===== src/rtl/softint_pkg.sv =====
// Package: shared sizes and helpers for the masked software interrupt unit.
// Assumes a single clock domain; nothing here holds state.
package softint_pkg;
    localparam int SI_BITS  = 17;  // register width, bit 16 is the timer bit
    localparam int SI_LVL_W = 4;   // interrupt level width
    localparam int SI_FIXED = 14;  // level bound for the two fixed-rule bits

    typedef logic [SI_BITS-1:0]  si_vec_t;
    typedef logic [SI_LVL_W-1:0] si_lvl_t;

    typedef enum logic [1:0] {
        SI_OP_HOLD   = 2'd0,
        SI_OP_DIRECT = 2'd1,
        SI_OP_CLEAR  = 2'd2,
        SI_OP_SET    = 2'd3
    } si_op_e;
endpackage


===== src/rtl/softint_update.sv =====
// Module: softint_update
// Works out the next register value from the software write strobes and
// the timer set pulse. Assumes at most one software strobe is meant per
// cycle; simultaneous strobes resolve direct, then clear, then set. The
// timer pulse is ORed in last, so it overrides any clear of its bit.
module softint_update #(
    parameter int W       = 17,
    parameter int TICK_IX = 16
) (
    input  logic [W-1:0] cur_value,
    input  logic         wr_direct,
    input  logic         wr_set,
    input  logic         wr_clr,
    input  logic [W-1:0] wr_data,
    input  logic         tick_set,
    output logic [W-1:0] next_value
);
    import softint_pkg::*;

    si_op_e      op;
    logic [W-1:0] sw_value;
    logic [W-1:0] tick_mask;

    // pick the active software operation by fixed priority
    always_comb begin
        if (wr_direct)   op = SI_OP_DIRECT;
        else if (wr_clr) op = SI_OP_CLEAR;
        else if (wr_set) op = SI_OP_SET;
        else             op = SI_OP_HOLD;
    end

    // apply the chosen operation to the current value
    always_comb begin
        unique case (op)
            SI_OP_DIRECT: sw_value = wr_data;
            SI_OP_CLEAR:  sw_value = cur_value & ~wr_data;
            SI_OP_SET:    sw_value = cur_value | wr_data;
            default:      sw_value = cur_value;
        endcase
    end

    // build the one-hot timer bit mask
    always_comb begin
        tick_mask          = '0;
        tick_mask[TICK_IX] = tick_set;
    end

    // merge the timer pulse after the software result
    always_comb next_value = sw_value | tick_mask;
endmodule


===== src/rtl/softint_mask.sv =====
// Module: softint_mask
// Turns a register value and an interrupt level into a request vector.
// Bits listed as fixed-rule (bit 0 and the top bit) pass while the level
// is below FIXED_LVL; every other bit n passes when n exceeds the level.
// Purely combinational.
module softint_mask #(
    parameter int W         = 17,
    parameter int LVL_W     = 4,
    parameter int FIXED_LVL = 14
) (
    input  logic [W-1:0]     value,
    input  logic [LVL_W-1:0] level,
    output logic [W-1:0]     req
);
    localparam int TOP = W - 1;

    for (genvar n = 0; n < W; n++) begin : g_bit
        if (n == 0 || n == TOP) begin : g_fixed
            // fixed threshold rule for the edge bits
            always_comb req[n] = value[n] && (int'(level) < FIXED_LVL);
        end else begin : g_index
            // per-index compare rule for the middle bits
            always_comb req[n] = value[n] && (n > int'(level));
        end
    end
endmodule


===== src/rtl/softint_pil_unit.sv =====
// Module: softint_pil_unit (top)
// Holds the software interrupt register and the interrupt level, and
// registers the masked pending vector. The pending flops load the mask of
// the values being committed on the same edge, so the pending vector
// always matches the stored register and level. Synchronous active-low
// reset clears all state.
module softint_pil_unit #(
    parameter int W         = softint_pkg::SI_BITS,
    parameter int LVL_W     = softint_pkg::SI_LVL_W,
    parameter int FIXED_LVL = softint_pkg::SI_FIXED
) (
    input  logic             clk,
    input  logic             rst_n,
    input  logic             wr_direct,
    input  logic             wr_set,
    input  logic             wr_clr,
    input  logic [W-1:0]     wr_data,
    input  logic             tick_set,
    input  logic             pil_wr,
    input  logic [LVL_W-1:0] pil_data,
    output logic [W-1:0]     rd_value,
    output logic [LVL_W-1:0] pil_value,
    output logic [W-1:0]     pend,
    output logic             any_pend
);
    localparam int TICK_IX = W - 1;

    logic [W-1:0]     reg_q;
    logic [W-1:0]     reg_d;
    logic [LVL_W-1:0] lvl_q;
    logic [LVL_W-1:0] lvl_d;
    logic [W-1:0]     req_d;
    logic [W-1:0]     pend_q;
    logic             any_q;

    softint_update #(.W(W), .TICK_IX(TICK_IX)) u_update (
        .cur_value (reg_q),
        .wr_direct (wr_direct),
        .wr_set    (wr_set),
        .wr_clr    (wr_clr),
        .wr_data   (wr_data),
        .tick_set  (tick_set),
        .next_value(reg_d)
    );

    // select the next interrupt level
    always_comb lvl_d = pil_wr ? pil_data : lvl_q;

    softint_mask #(.W(W), .LVL_W(LVL_W), .FIXED_LVL(FIXED_LVL)) u_mask (
        .value(reg_d),
        .level(lvl_d),
        .req  (req_d)
    );

    // commit register, level, pending vector and summary flag
    always_ff @(posedge clk) begin
        if (!rst_n) begin
            reg_q  <= '0;
            lvl_q  <= '0;
            pend_q <= '0;
            any_q  <= 1'b0;
        end else begin
            reg_q  <= reg_d;
            lvl_q  <= lvl_d;
            pend_q <= req_d;
            any_q  <= |req_d;
        end
    end

    assign rd_value  = reg_q;
    assign pil_value = lvl_q;
    assign pend      = pend_q;
    assign any_pend  = any_q;


    set_alias_chk: assert property (@(posedge clk) disable iff (!rst_n)
        (wr_set && !wr_direct && !wr_clr) |=>
            ((rd_value | {1'b1, {(W-1){1'b0}}}) ==
             (($past(rd_value) | $past(wr_data)) | {1'b1, {(W-1){1'b0}}})));


    clr_alias_chk: assert property (@(posedge clk) disable iff (!rst_n)
        (wr_clr && !wr_direct && !tick_set) |=>
            (rd_value == ($past(rd_value) & ~$past(wr_data))));


    tick_wins_chk: assert property (@(posedge clk) disable iff (!rst_n)
        tick_set |=> rd_value[TICK_IX]);


    fixed_bits_chk: assert property (@(posedge clk) disable iff (!rst_n)
        (int'(pil_value) >= FIXED_LVL) |-> (!pend[0] && !pend[TICK_IX]));


    low_index_chk: assert property (@(posedge clk) disable iff (!rst_n)
        (pil_value == '0) |-> (pend[W-2:1] == rd_value[W-2:1]));


    any_flag_chk: assert property (@(posedge clk) disable iff (!rst_n)
        any_pend == (pend != '0));


    pend_subset_chk: assert property (@(posedge clk) disable iff (!rst_n)
        (pend & ~rd_value) == '0);
endmodule


===== config.mk =====
export PLATFORM = sky130hd
export DESIGN_NAME = softint_pil_unit
export DESIGN_NICKNAME = d
export VERILOG_FILES = /design/src/rtl/softint_pkg.sv /design/src/rtl/softint_update.sv /design/src/rtl/softint_mask.sv /design/src/rtl/softint_pil_unit.sv
export SDC_FILE = /design/constraint.sdc
export NUM_CORES = 1
export LEC_CHECK = 0
export ABC_AREA = 1
export BUFFER_PORTS_ARGS = -buffer_cell sky130_fd_sc_hd__buf_2
export CELL_PAD_IN_SITES_DETAIL_PLACEMENT = 1
export CELL_PAD_IN_SITES_GLOBAL_PLACEMENT = 1
export CORE_ASPECT_RATIO = 0.8
export CORE_UTILIZATION = 27
export CTS_CLUSTER_DIAMETER = 30
export DETAILED_ROUTE_END_ITERATION = 6
export GPL_ROUTABILITY_DRIVEN = 0
export GPL_TIMING_DRIVEN = 0
export PLACE_DENSITY = 0.76
export SLEW_MARGIN = 20
export SYNTH_ARGS = -nofsm -noshare
export SYNTH_HDL_FRONTEND = slang
export SYNTH_SLANG_ARGS = --single-unit

===== constraint.sdc =====
create_clock -name clk -period 1.6 [get_ports clk]
set_clock_uncertainty 0.05 [all_clocks]
set_input_delay 0.08 -clock clk [delete_from_list [all_inputs] [get_ports clk]]
set_output_delay 0.08 -clock clk [all_outputs]
set_load 0.05 [all_outputs]

Yosys cells after proc, flatten, opt, wreduce, memory -nomap -nowiden
Index checks and enable logic that the tools add are counted.
{ "totals": {"wordCells": 50, "input_bits": 28, "out_inout_bits": 39, "register_bits": 39} }
{ "classes": {"n_bitwise": 4, "muxes": 5, "eq_ne": 3, "n_reduce_logical": 18, "order_cmp": 16} }
{ "ops": {"columns": ["op", "n"], "rows": [
  ["case mux 17 bit (3 select lines)", 1],
  ["OR 17 bit", 2],
  ["greater-than comparator 4 bit (first input constant)", 8],
  ["bitwise AND 17 bit", 1],
  ["logical AND 1 bit", 17],
  ["NOT 17 bit", 1],
  ["OR reduction 17 bit", 1],
  ["greater-than comparator 3 x 4 -> 1 bit (first input constant)", 4],
  ["greater-than comparator 2 x 4 -> 1 bit (first input constant)", 2],
  ["2-to-1 mux 2 bit", 3],
  ["equality test 2 bit (second input constant)", 2],
  ["greater-than comparator 1 x 4 -> 1 bit (first input constant)", 1],
  ["less-than comparator 4 bit (second input constant)", 1],
  ["2-to-1 mux 4 bit", 1],
  ["equality test 2 x 1 -> 1 bit (second input constant)", 1]
]} }

Logic depth before layout (Yosys ltp)
Gate-level depths: netlist (run 1).
{ "logic_depth": {"ltp_word": 8, "ltp_mapped": 12, "ltp_nobuf": 11} }

By module
A second synthesis (run 1) with hierarchy kept.
{ "hier_totals": {"hier_cells": 273, "hier_area_um2": 1804.2} }
{ "modules_own_cells": {"columns": ["module", "n_inst", "cells_each", "seq_area_each_um2", "area_per_inst_um2"], "rows": [
  ["softint_pil_unit", 1, 145, 780.7, 1207.4],
  ["softint_update", 1, 77, 0.0, 394.1],
  ["softint_mask", 1, 51, 0.0, 202.7]
]} }

Worst setup path after synthesis (run 1)
Ideal clock, no wire load.
{ "synth_path": {"kind": "reg-to-reg", "startpoint": "reg lvl_q[3], in the netlist pil_value[3]", "endpoint": "reg any_q, in the netlist any_pend", "setup_ps": 128, "required_ps": 1422, "path_stages_with_launch": 10, "arrival_ps": 1531, "period_less_slack_ps": 1708, "setup_slack_ps": -108, "n_path_buf": 0, "cell_sequence": "dfxtp_1 > inv_1 > o21ai_4 > nand3_1 > nand2_1 > nand2_1 > nor2_1 > nand3_1 > nor2_1 > nor2_1"} }
{ "synth_between": {"elab_chain_cells": 4, "elab_cells_between_ends": 35, "classes_between": "order compare: 16; mux: 1; reduce/logical: 18"} }
{ "synth_lines": {"columns": ["element", "line_no", "source"], "rows": [
  ["from (decl)", "softint_pil_unit.sv:30", "logic [LVL_W-1:0] lvl_q;"],
  ["from (signal assigned)", "softint_pil_unit.sv:64", "lvl_q <= lvl_d;"],
  ["2-to-1 mux 4 bit (*)", "softint_pil_unit.sv:47", "always_comb lvl_d = pil_wr ? pil_data : lvl_q;"],
  ["less-than comparator 4 bit, or another cell as far along", "softint_mask.sv:20", "always_comb req[n] = value[n] && (int'(level) < FIXED_LVL);"],
  ["logical AND 1 bit, on equally long branches", "softint_mask.sv:20, softint_mask.sv:23", null],
  ["OR reduction 17 bit (*)", "softint_pil_unit.sv:66", "any_q <= |req_d;"],
  ["to (signal assigned)", "softint_pil_unit.sv:66", null],
  ["to (decl)", "softint_pil_unit.sv:34", "logic any_q;"]
]} }
Every way passes the cells marked *; elsewhere a longest branch is shown, timed or not.
A chain may end at the register's enable or synchronous reset.

Worst setup path in the final report (run 1)
Ends and elaborated chain as after synthesis.

==> run summary, run 1 <==
Sequential Power Share = 0.451
total internal power = 0.00151 W
final worst path period share = 0.917
most common cell after layout, fill and taps aside = nand2_1
Syn. warnings = 0
CP Launch Type = register
Die Wd = 92.0 um
Power Dens Cells = 986 nW/um2
# IOs = 67
CP top delay family = simple AND/OR/NAND/NOR gates
die span in y = 74.0 um
switching part of the total = 0.355
DRT iter0 DRCs = 75
Yosys top cell by area = dfxtp_1
Arrival @ worst endpoint = 1600 ps
antenna-violating nets left = 0
Max VDD drop = 0.000335 V
ANT cells = 0
worst-case clock buffer depth = 2
CP max stage delay = 330 ps
Synth area leaders = dfxtp_1 (45%), nand2_1 (21%), nor2_1 (7.9%)
Remaining Overflow, GRT = 0
vias in the first global route = 1,773
outcome = complete, no violations
post-synth cell types = 19
CTS Sinks = 39
switching pwr = 0.000830 W
drt total wl = 5280 um
DPL Wire Length = 4100 um
Via density = 4.34
clock slew at reported path FFs = 80 ps
syn_area_per_cell = 6.76 um2
Pleak = 1.28 nW
Syn Inst Count = 259
DR vias = 1,829
hold_ws = 26.7 ps
Hold Crit Class = primary input to register
# fillers = 819
worst setup path class = register to register
clk_lat worst skew = 300 ps
Num CTS Buffers = 5
post-synthesis register bit count = 39
Starting Density = 0.288
Slowest-stage cell, CP = dfxtp_2
most frequent cells in the layout = nand2_1 (95), buf_2 (64), nor2_1 (36), dfxtp_1 (36), inv_1 (20)
Worst Tran Pin Value = 526 ps
DRC viols = 0
layout cells sized above 1 = 0.309
setup bufs post-CTS = 0
dpl ws = 58.7 ps
area delta synth->final = 35.5%
post-synthesis instance area = 1750 um2
Critical Path, Cell by Cell = inv_1, nand2_2, nand2_2, nor2_4, nand2_1, nand2_1, nand2_1, nor2_2, nand3_1, nor2_1, nor2_1
clock power share = 0.283
H-tree depth = 2
Yosys top cell area share = 0.446
Root Buffer = clkbuf_8
Overall Power = 0.00234 W
pin count of the biggest net entering global routing = 13
CP required = 1730 ps
Max-Cap Viols = 0
dpl cell area = 2180 um2
CTS tree = done
Design Area, Final = 2370 um2
port bufs = 64
Relative slew margins = 0.649
Setup crit end kind = register
Std-Cell Rows = 25
FMAX = 682 MHz
first-pass GRT wire length = 8310 um
sequential area share after synthesis = 0.446
Slew Limit Fails = 0
area of the core = 6070 um2
most frequent CP cell = nand2_1
Final WS setup = 133 ps
initial antenna violation count = 0
buffers and inverters on the worst path = 1
Mapped Nets = 287
setup TNS = 0 ps
Reg area = 785 um2
nets@finish = 367
drt first pass iters = 4
gr usage total = 0.160
Final Hold Vio Count = 0
die area = 6810 um2
final worst path period need = 1470 ps
Max FO, Critical Path = 5
unrepaired setup endpoints after global routing = true
DR WL/cell = 12.6 um
Final Setup Violations = 0
footprint of the multi-input gates = 835 um2
Comb power frac = 0.266
[synthesized netlist by cell type]
cell and count:
nand2_1 97, nor2_1 37, nand3_1 17, a21oi_1 17, nor3_1 1, inv_1 20, buf_4 2, nor2_4 1
buf_6 3, o21ai_0 1, nor2_2 1, o21ai_4 1, inv_4 1, nand2_2 13, nand3b_1 1, dfxtp_1 39
clkbuf_1 4, nand2_4 1, inv_2 2
[power groups by stage]
stage	Clock (W)	Sequential, W	Combinational (W)
global placement	0	0.00108	0.000590
detailed placement	0	0.00108	0.000598
CTS	0.000694	0.00106	0.000617
finish	0.000662	0.00105	0.000621
global route	0.000725	0.00106	0.000673
floorplan	0	0.00128	0.000229
[logic make-up (layout without fill, tap and decap cells)]
kind of cell | Yosys count | after routing | share of synthesized area
compound gates | 19 | 19 | 0.0608
flops | 39 | 39 | 0.446
buf+inv | 32 | 113 | 0.0872
simple gates | 169 | 169 | 0.406
[path summary, 6_finish.rpt]
| check | from | endpoint | slack (ps) | cells past startpoint |
|---|---|---|---|---|
| setup / recovery | pil_value[3] | any_pend | 130 | 11 |
| hold reg to reg | rd_value[3] | rd_value[3] | 460 | 2 |
| setup reg to reg | pil_value[3] | any_pend | 130 | 11 |
| hold / removal | wr_data[1] | rd_value[1] | 30 | 3 |
[through the flow]
| stage | instances | utilization |
|---|---|---|
| after global routing | 421 | 0.391 |
| after global placement | 404 | 0.359 |
| after detailed placement | 404 | 0.359 |
| after floorplan | 259 | - |
| final | 421 | 0.391 |
| after CTS | 421 | 0.387 |
[layout make-up]
cell class                      instances  area share
Multi-Input combinational cell        188       0.352
Sequential cell                        39       0.331
Timing Repair Buffer                   73       0.173
Tap cell                               81      0.0427
Inverter                               23      0.0375
Clock buffer                            6      0.0306
Buffer                                  9      0.0280
Clock inverter                          2     0.00528
[registers in the layout (all words and copies together), names as in the netlist]
register,flops
pend,17
rd_value,17
pil_value,4
any_pend,1
[per-layer routing]
layer  wire [um]  global-route usage  up-vias
li1            -                   -      951
met1        2640               0.212      830
met2        2340               0.261       41
met3         239              0.0337        7
met4          68              0.0573        0
met5           0                   0        -
[tightest hold or removal path, delay by kind of cell]
kind / cells / cell delay (ps)
AOI/OAI and AO/OA: 1 / 60
buffers and inverters: 1 / 120
and+or+nand+nor: 1 / 70
[timing repair]
item                                    CTS  global route
hold buffers                              9             0
endpoints found under the setup margin    0            20
endpoints found under the hold margin     9             0
resized for setup                         0             9
Power figures use the tool's default switching activity.
==> run 2: changes to the inputs <==
--- a/config.mk
+++ b/config.mk
@@ -6,5 +6,6 @@
 export NUM_CORES = 1
 export LEC_CHECK = 0
-export ABC_AREA = 1
+export ABC_AREA = 0
+export ABC_CLOCK_PERIOD_IN_PS = 1600
 export BUFFER_PORTS_ARGS = -buffer_cell sky130_fd_sc_hd__buf_2
 export CELL_PAD_IN_SITES_DETAIL_PLACEMENT = 1
@@ -16,5 +17,5 @@
 export GPL_ROUTABILITY_DRIVEN = 0
 export GPL_TIMING_DRIVEN = 0
-export PLACE_DENSITY = 0.76
+export PLACE_DENSITY = 0.73
 export SLEW_MARGIN = 20
 export SYNTH_ARGS = -nofsm -noshare
==> constraint.sdc (replaced) <==
create_clock -name clk -period 1.6 [get_ports clk]
set_clock_uncertainty 0.05 [all_clocks]
set_input_delay 0.4 -clock clk [delete_from_list [all_inputs] [get_ports clk]]
set_output_delay 0.4 -clock clk [all_outputs]
set_load 0.05 [all_outputs]
==> run 2 against run 1 <==
  * Synthesized cell count is 25% lower
  * Register-to-register slack worse by 140 ps
  * Sequential power about the same
  * First-iteration DRC count decreased by 28%
  * Highest routed layer unchanged
  * Fmax shrank 9.4%
  * Final cell count fell by 15%
  * Critical path type is now primary input to register
  * The flow now finishes with violations (setup timing)
  * Non-clock buffer count rose by 3
  * Critical path depth decreased by 4
==> run summary, run 2 <==
outcome = finished, violations left
failing checks = setup timing
Final Setup Violations = 1 (+1)
Arrival @ worst endpoint = 1730 ps (+130 ps)
pin count of the biggest net entering global routing = 13 (unchanged)
ANT cells = 0 (unchanged)
gr usage total = 0.179 (+0.0191)
post-synthesis instance area = 1730 um2 (-1.0%)
Mapped Nets = 223 (-22%)
Synth Flop Type = dfxtp_1
# IOs = 67 (unchanged)
Slew Limit Fails = 0 (unchanged)
Starting Density = 0.287 (-0.00141)
Slowest-stage cell, CP = a311oi_2
Critical Path, Cell by Cell = buf_4, and3b_1, a311oi_2, nand3_1, a22oi_1, and3_4, o221ai_2
Non-Filler Instances = 359 (-15%)
initial antenna violation count = 0 (unchanged)
post-synth cell types = 41 (+22)
Root Buffer = clkbuf_8
DRT iter0 DRCs = 54 (-28%)
sequential area share after synthesis = 0.451 (+0.00451)
drt total wl = 5710 um (+8.1%)
Setup crit end kind = register
top cells by count, synth = dfxtp_1 (39), nor2_1 (28), a21oi_1 (13), nand2_1 (13)
die span in y = 73.7 um (-0.49%)
nets@finish = 305 (-17%)
final worst path period share = 1.01 (+0.0956)
Max VDD drop = 0.000390 V (+16%)
H-tree depth = 2 (unchanged)
Yosys top cell by area = dfxtp_1
post-synthesis register bit count = 39 (unchanged)
Max-Cap Viols = 0 (unchanged)
CTS tree = done
die area = 6740 um2 (-0.97%)
FF-to-FF Start = pil_value[2]
hold_ws = 335 ps (+308 ps)
Post-CTS Hold Buffers = 0 (-9)
Hold Crit Class = primary input to register
area of the core = 6040 um2 (-0.52%)
DP Cell Count = 340 (-16%)
Power Dens Cells = 986 nW/um2 (about the same)
final worst path period need = 1620 ps (+153 ps)
CP max stage delay = 320 ps (about the same)
FF-to-FF path depth = 6 (-5)
worst-case clock buffer depth = 2 (unchanged)
DPL Wire Length = 4190 um (+2.2%)
Final WS setup = -20.2 ps (-153 ps)
DR WL/cell = 15.9 um (+27%)
r2r endpoint = any_pend
dpl ws = -403 ps (-462 ps)
post-layout util = 0.410 (+0.0192)
layout cells sized above 1 = 0.450 (+0.141)
CP required = 1710 ps (-20 ps)
reg-to-reg slack, setup = -10 ps (-140 ps)
most frequent cells in the layout = buf_2 (63), dfxtp_1 (34), nor2_1 (28)
most common cell after layout, fill and taps aside = buf_2
Syn Inst Count = 195 (-25%)
worst setup path startpoint = wr_clr
Via density = 4.93 (+14%)
Worst Tran Pin Value = 622 ps (+95.9 ps)
port bufs = 64 (unchanged)
Async S/R FF share, synth = 0 (unchanged)
setup TNS = -20.2 ps (-20.2 ps)
Relative slew margins = 0.585 (-0.0639)
vias in the first global route = 1,836 (+3.6%)
Synth area leaders = dfxtp_1 (45%), nor2_1 (6.1%), a2bb2oi_1 (4.0%)
Final Hold Vio Count = 0 (unchanged)
FMAX = 617 MHz (-9.4%)
clk_lat worst skew = 300 ps (about the same)
drt first pass iters = 4 (unchanged)
top-count cell post-synth = dfxtp_1
CP Launch Type = primary input
DRC viols = 0 (unchanged)
DR vias = 1,771 (-3.2%)
Max FO, Critical Path = 9 (+4)
Yosys top cell area share = 0.451 (+0.00451)
area delta synth->final = 42.8%
Num CTS Buffers = 5 (unchanged)
syn_area_per_cell = 8.89 um2 (+31%)
Std-Cell Rows = 25 (unchanged)
Post-synth EDFFs = 0 (unchanged)
Remaining Overflow, GRT = 0 (unchanged)
first-pass GRT wire length = 9230 um (+11%)
Syn. warnings = 0 (unchanged)
clock slew at reported path FFs = 80 ps (about the same)
Pleak = 1.15 nW (-11%)
antenna-violating nets left = 0 (unchanged)
unrepaired setup endpoints after global routing = true
CTS Sinks = 39 (unchanged)
worst setup path class = primary input to register
CP Capture Point = any_pend
Die Wd = 91.6 um (-0.49%)
## run 2: cell count changes in the layout (fill, tap and decap cells not counted), moves of 9 or more
cell	previous run	this run
dlygate4sd3_1	9	0
nand2_2	15	0
nand2_1	95	13
inv_1	20	2
buf_4	2	13
nand3_1	16	2
## run 2: area by class of cell
class / instances / area [um2]
buffer: 10 / 97.6
clock buffer: 6 / 72.6
clock inverter: 2 / 11.3
fill: 756 / 3560
inverter: 3 / 11.3
multi-input combinational: 143 / 982
sequential: 39 / 790
tap: 81 / 101
timing repair buffer: 75 / 409
## run 2: cell families (layout without fill, tap and decap cells)
logic type             Yosys count  in the layout  synth area share
AND/OR/NAND/NOR                 75             75             0.210
AO/OA/AOI/OAI                   65             65             0.265
multiplexers                     3              3            0.0181
flip-flops                      39             39             0.451
buffers and inverters           13             96            0.0563
## run 2: power breakdown
group | leakage, nW | internal (W) | switching [W]
sequential | 0.324 | 0.00104 | 0.0000379
combinational | 0.775 | 0.000231 | 0.000473
clock | 0.0455 | 0.000306 | 0.000358
## run 2: worst min-delay path by stage
stage | startpoint | endpoint | slack, ps | cells past startpoint
6_report | wr_data[0] | rd_value[0] | 340 | 3
5_1_grt | wr_data[14] | rd_value[14] | 360 | 3
4_1_cts | wr_data[0] | rd_value[0] | 340 | 3
3_5_place_dp | pil_value[0] | pil_value[0] | 490 | 2
3_3_place_gp | pil_value[0] | pil_value[0] | 450 | 2
2_1_floorplan | rst_n | pil_value[1] | 470 | 1
## run 2: metrics by stage
| step | cell area, um2 | power [W] |
|---|---|---|
| global placement | 2160 | 0.00171 |
| CTS | 2440 | 0.00244 |
| global route | 2470 | 0.00256 |
| floorplan | 1740 | 0.00154 |
| detailed placement | 2160 | 0.00173 |
| finish | 2470 | 0.00244 |
## run 2: what timing repair did
action / in CTS / in global routing
pin swaps: 8 / 1
resized for setup: 20 / 7
setup buffers: 11 / 1
endpoints found under the setup margin: 1 / 3
## run 2: critical path, delay by kind of cell
| kind | cells | cell delay [ps] |
|---|---|---|
| AO/OA/AOI/OAI | 3 | 620 |
| AND/OR/NAND/NOR | 3 | 560 |
| buffers and inverters | 1 | 150 |
## run 2: per-layer routing
layer | vias to the layer above | GRT usage | share of wire
li1 | 864 | - | -
met1 | 857 | 0.236 | 0.48
met2 | 43 | 0.297 | 0.47
met3 | 7 | 0.0414 | 0.041
met4 | 0 | 0.0459 | 0.011
met5 | - | 0 | 0
==> run 3: changes to the inputs <==
- ABC_CLOCK_PERIOD_IN_PS: 1600 -> 2000
- clock period: 1.6 -> 2 ns (I/O delays scaled with it)
==> run 3 against run 2 <==
  * The flow now finishes without violations
  * Final cell count is 3.1% lower
  * Routed wire length is 8.7% lower
  * Sequential cell count stayed put
  * Core utilization is 3.1 points lower
  * Power is 13% lower
  * First-iteration DRC count is 7.4% higher
  * Sequential share of layout area is 2.2 points higher
  * Clock-buffer cell count stayed put
  * Die area stayed put
  * Clock power is 16% higher
==> run summary, run 3 (synthesis gave the netlist of run 2 again) <==
nets@finish = 294 (-3.6%)
Num CTS Buffers = 5 (unchanged)
r2r endpoint = any_pend
CP max stage delay = 400 ps (+80 ps)
Worst Tran Pin Value = 511 ps (-112 ps)
post-layout util = 0.379 (-0.0311)
Starting Density = 0.287 (unchanged)
# fillers = 765 (+1.2%)
antenna-violating nets left = 0 (unchanged)
most frequent CP cell = o22ai_1
DRC viols = 0 (unchanged)
Post-CTS Hold Buffers = 0 (unchanged)
first-pass GRT wire length = 8470 um (-8.2%)
post-cts gate resize count = 0 (-100%)
worst-case clock buffer depth = 2 (unchanged)
Hold Crit Class = primary input to register
FF-to-FF Start = pil_value[2]
DRT iter0 DRCs = 58 (+7.4%)
Power Dens Cells = 931 nW/um2 (-5.6%)
footprint of the multi-input gates = 855 um2 (-13%)
Remaining Overflow, GRT = 0 (unchanged)
die span in y = 73.7 um (unchanged)
Max-Cap Viols = 0 (unchanged)
CP required = 2120 ps (+410 ps)
Critical Path, Cell by Cell = or2b_4, o22ai_1, o22ai_1, nor3_1, and3_1, o221ai_2
Max FO, Critical Path = 4 (-5)
Reg area = 781 um2 (-1.1%)
Final WS setup = 221 ps (+241 ps)
Std-Cell Rows = 25 (unchanged)
drt total wl = 5210 um (-8.7%)
outcome = complete, no violations
vias in the first global route = 1,700 (-7.4%)
drt first pass iters = 4 (unchanged)
Slew Limit Fails = 0 (unchanged)
area of the core = 6040 um2 (unchanged)
Slowest-stage cell, CP = dfxtp_1
worst setup path class = register to register
reg-to-reg slack, setup = 220 ps (+230 ps)
most frequent cells in the layout = buf_2 (64), dfxtp_1 (39), nor2_1 (28)
DPL Wire Length = 4110 um (-1.8%)
final worst path period share = 0.890
FMAX = 562 MHz
H-tree depth = 2 (unchanged)
worst setup path startpoint = pil_value[2]
buffers and inverters on the worst path = 0 (-1)
Pleak = 1.07 nW (-6.6%)
Arrival @ worst endpoint = 1900 ps (+170 ps)
port bufs = 64 (unchanged)
setup bufs post-CTS = 0 (-11)
layout cells sized above 1 = 0.348 (-0.101)
DR WL/cell = 15.0 um (-5.8%)
CP Capture Point = any_pend
Root Buffer = clkbuf_8
ANT cells = 0 (unchanged)
dpl ws = -70.6 ps (+332 ps)
Max VDD drop = 0.000485 V (+24%)
Via density = 4.89 (-0.80%)
CP Launch Type = register
CTS tree = done
initial antenna violation count = 0 (unchanged)
final worst path period need = 1780 ps
CTS Sinks = 39 (unchanged)
CP top delay family = simple AND/OR/NAND/NOR gates
Setup crit end kind = register
unrepaired setup endpoints after global routing = false
Critical Path Stages = 6 (-1)
most common cell after layout, fill and taps aside = buf_2
area delta synth->final = 32.0%
FF-to-FF path depth = 6 (unchanged)
DR vias = 1,703 (-3.8%)
Relative slew margins = 0.650 (+0.0647)
clk_lat worst skew = 290 ps (about the same)
die area = 6740 um2 (unchanged)
Final Hold Vio Count = 0 (unchanged)
Final Setup Violations = 0 (-1)
# IOs = 67 (unchanged)
gr usage total = 0.166 (-0.0129)
clock slew at reported path FFs = 80 ps (about the same)
pin count of the biggest net entering global routing = 13 (unchanged)
Die Wd = 91.6 um (unchanged)
run 3: cell types whose count changed in the layout (fill, tap and decap cells not counted), moves of 2 or more:
cell,delta
dfxtp_2,-4
dfxtp_1,+5
o22ai_1,+9
buf_6,-2
bufinv_16,+2
o22ai_2,-7
o22ai_4,-2
buf_4,-9
run 3: tightest hold or removal path, delay by kind of cell:
kind                   cells  cell delay (ps)
AND/OR/NAND/NOR            1               90
buffers and inverters      1               90
AO/OA/AOI/OAI              1               90
run 3: final cells by class:
type                       count  area share
buffer                        10      0.0377
clock buffer                   6      0.0317
clock inverter                 2      0.0263
inverter                       3     0.00492
multi-input combinational    143       0.374
sequential                    39       0.341
tap                           81      0.0443
timing repair buffer          64       0.140
run 3: worst min path at each step:
stage                       startpoint            to  slack [ps]  cells after the start
final                       wr_data[0]       pend[0]         460                      3
after floorplan                  rst_n  pil_value[1]         570                      1
after detailed placement  pil_value[0]  pil_value[0]         510                      2
after CTS                   wr_data[0]       pend[0]         460                      3
after global routing        wr_data[0]       pend[0]         470                      3
after global placement    pil_value[0]  pil_value[0]         490                      2
run 3: metal layers:
metal | share of wire | track usage | routed length, um
met1 | 0.50 | 0.223 | 2600
met2 | 0.44 | 0.268 | 2310
met3 | 0.051 | 0.0373 | 266
met4 | 0.0082 | 0.0494 | 43
met5 | 0 | 0 | 0
run 3: power by group:
part / switching, W / leakage (nW) / total, W / internal (W)
sequential: 0.0000277 / 0.322 / 0.000855 / 0.000828
combinational: 0.000354 / 0.681 / 0.000503 / 0.000149
clock: 0.000272 / 0.0654 / 0.000771 / 0.000499
total: 0.000654 / 1.07 / 0.00213 / 0.00147
run 3: per-stage QoR:
step                instances  total power [W]  hold slack, ps  setup TNS [ps]  instance area (um2)
floorplan                 195          0.00123             572               0                 1730
global placement          340          0.00137             486           -69.8                 2150
detailed placement        340          0.00138             511           -70.6                 2150
CTS                       348          0.00215             457               0                 2290
global route              348          0.00223             473               0                 2290
finish                    348          0.00213             458               0                 2290
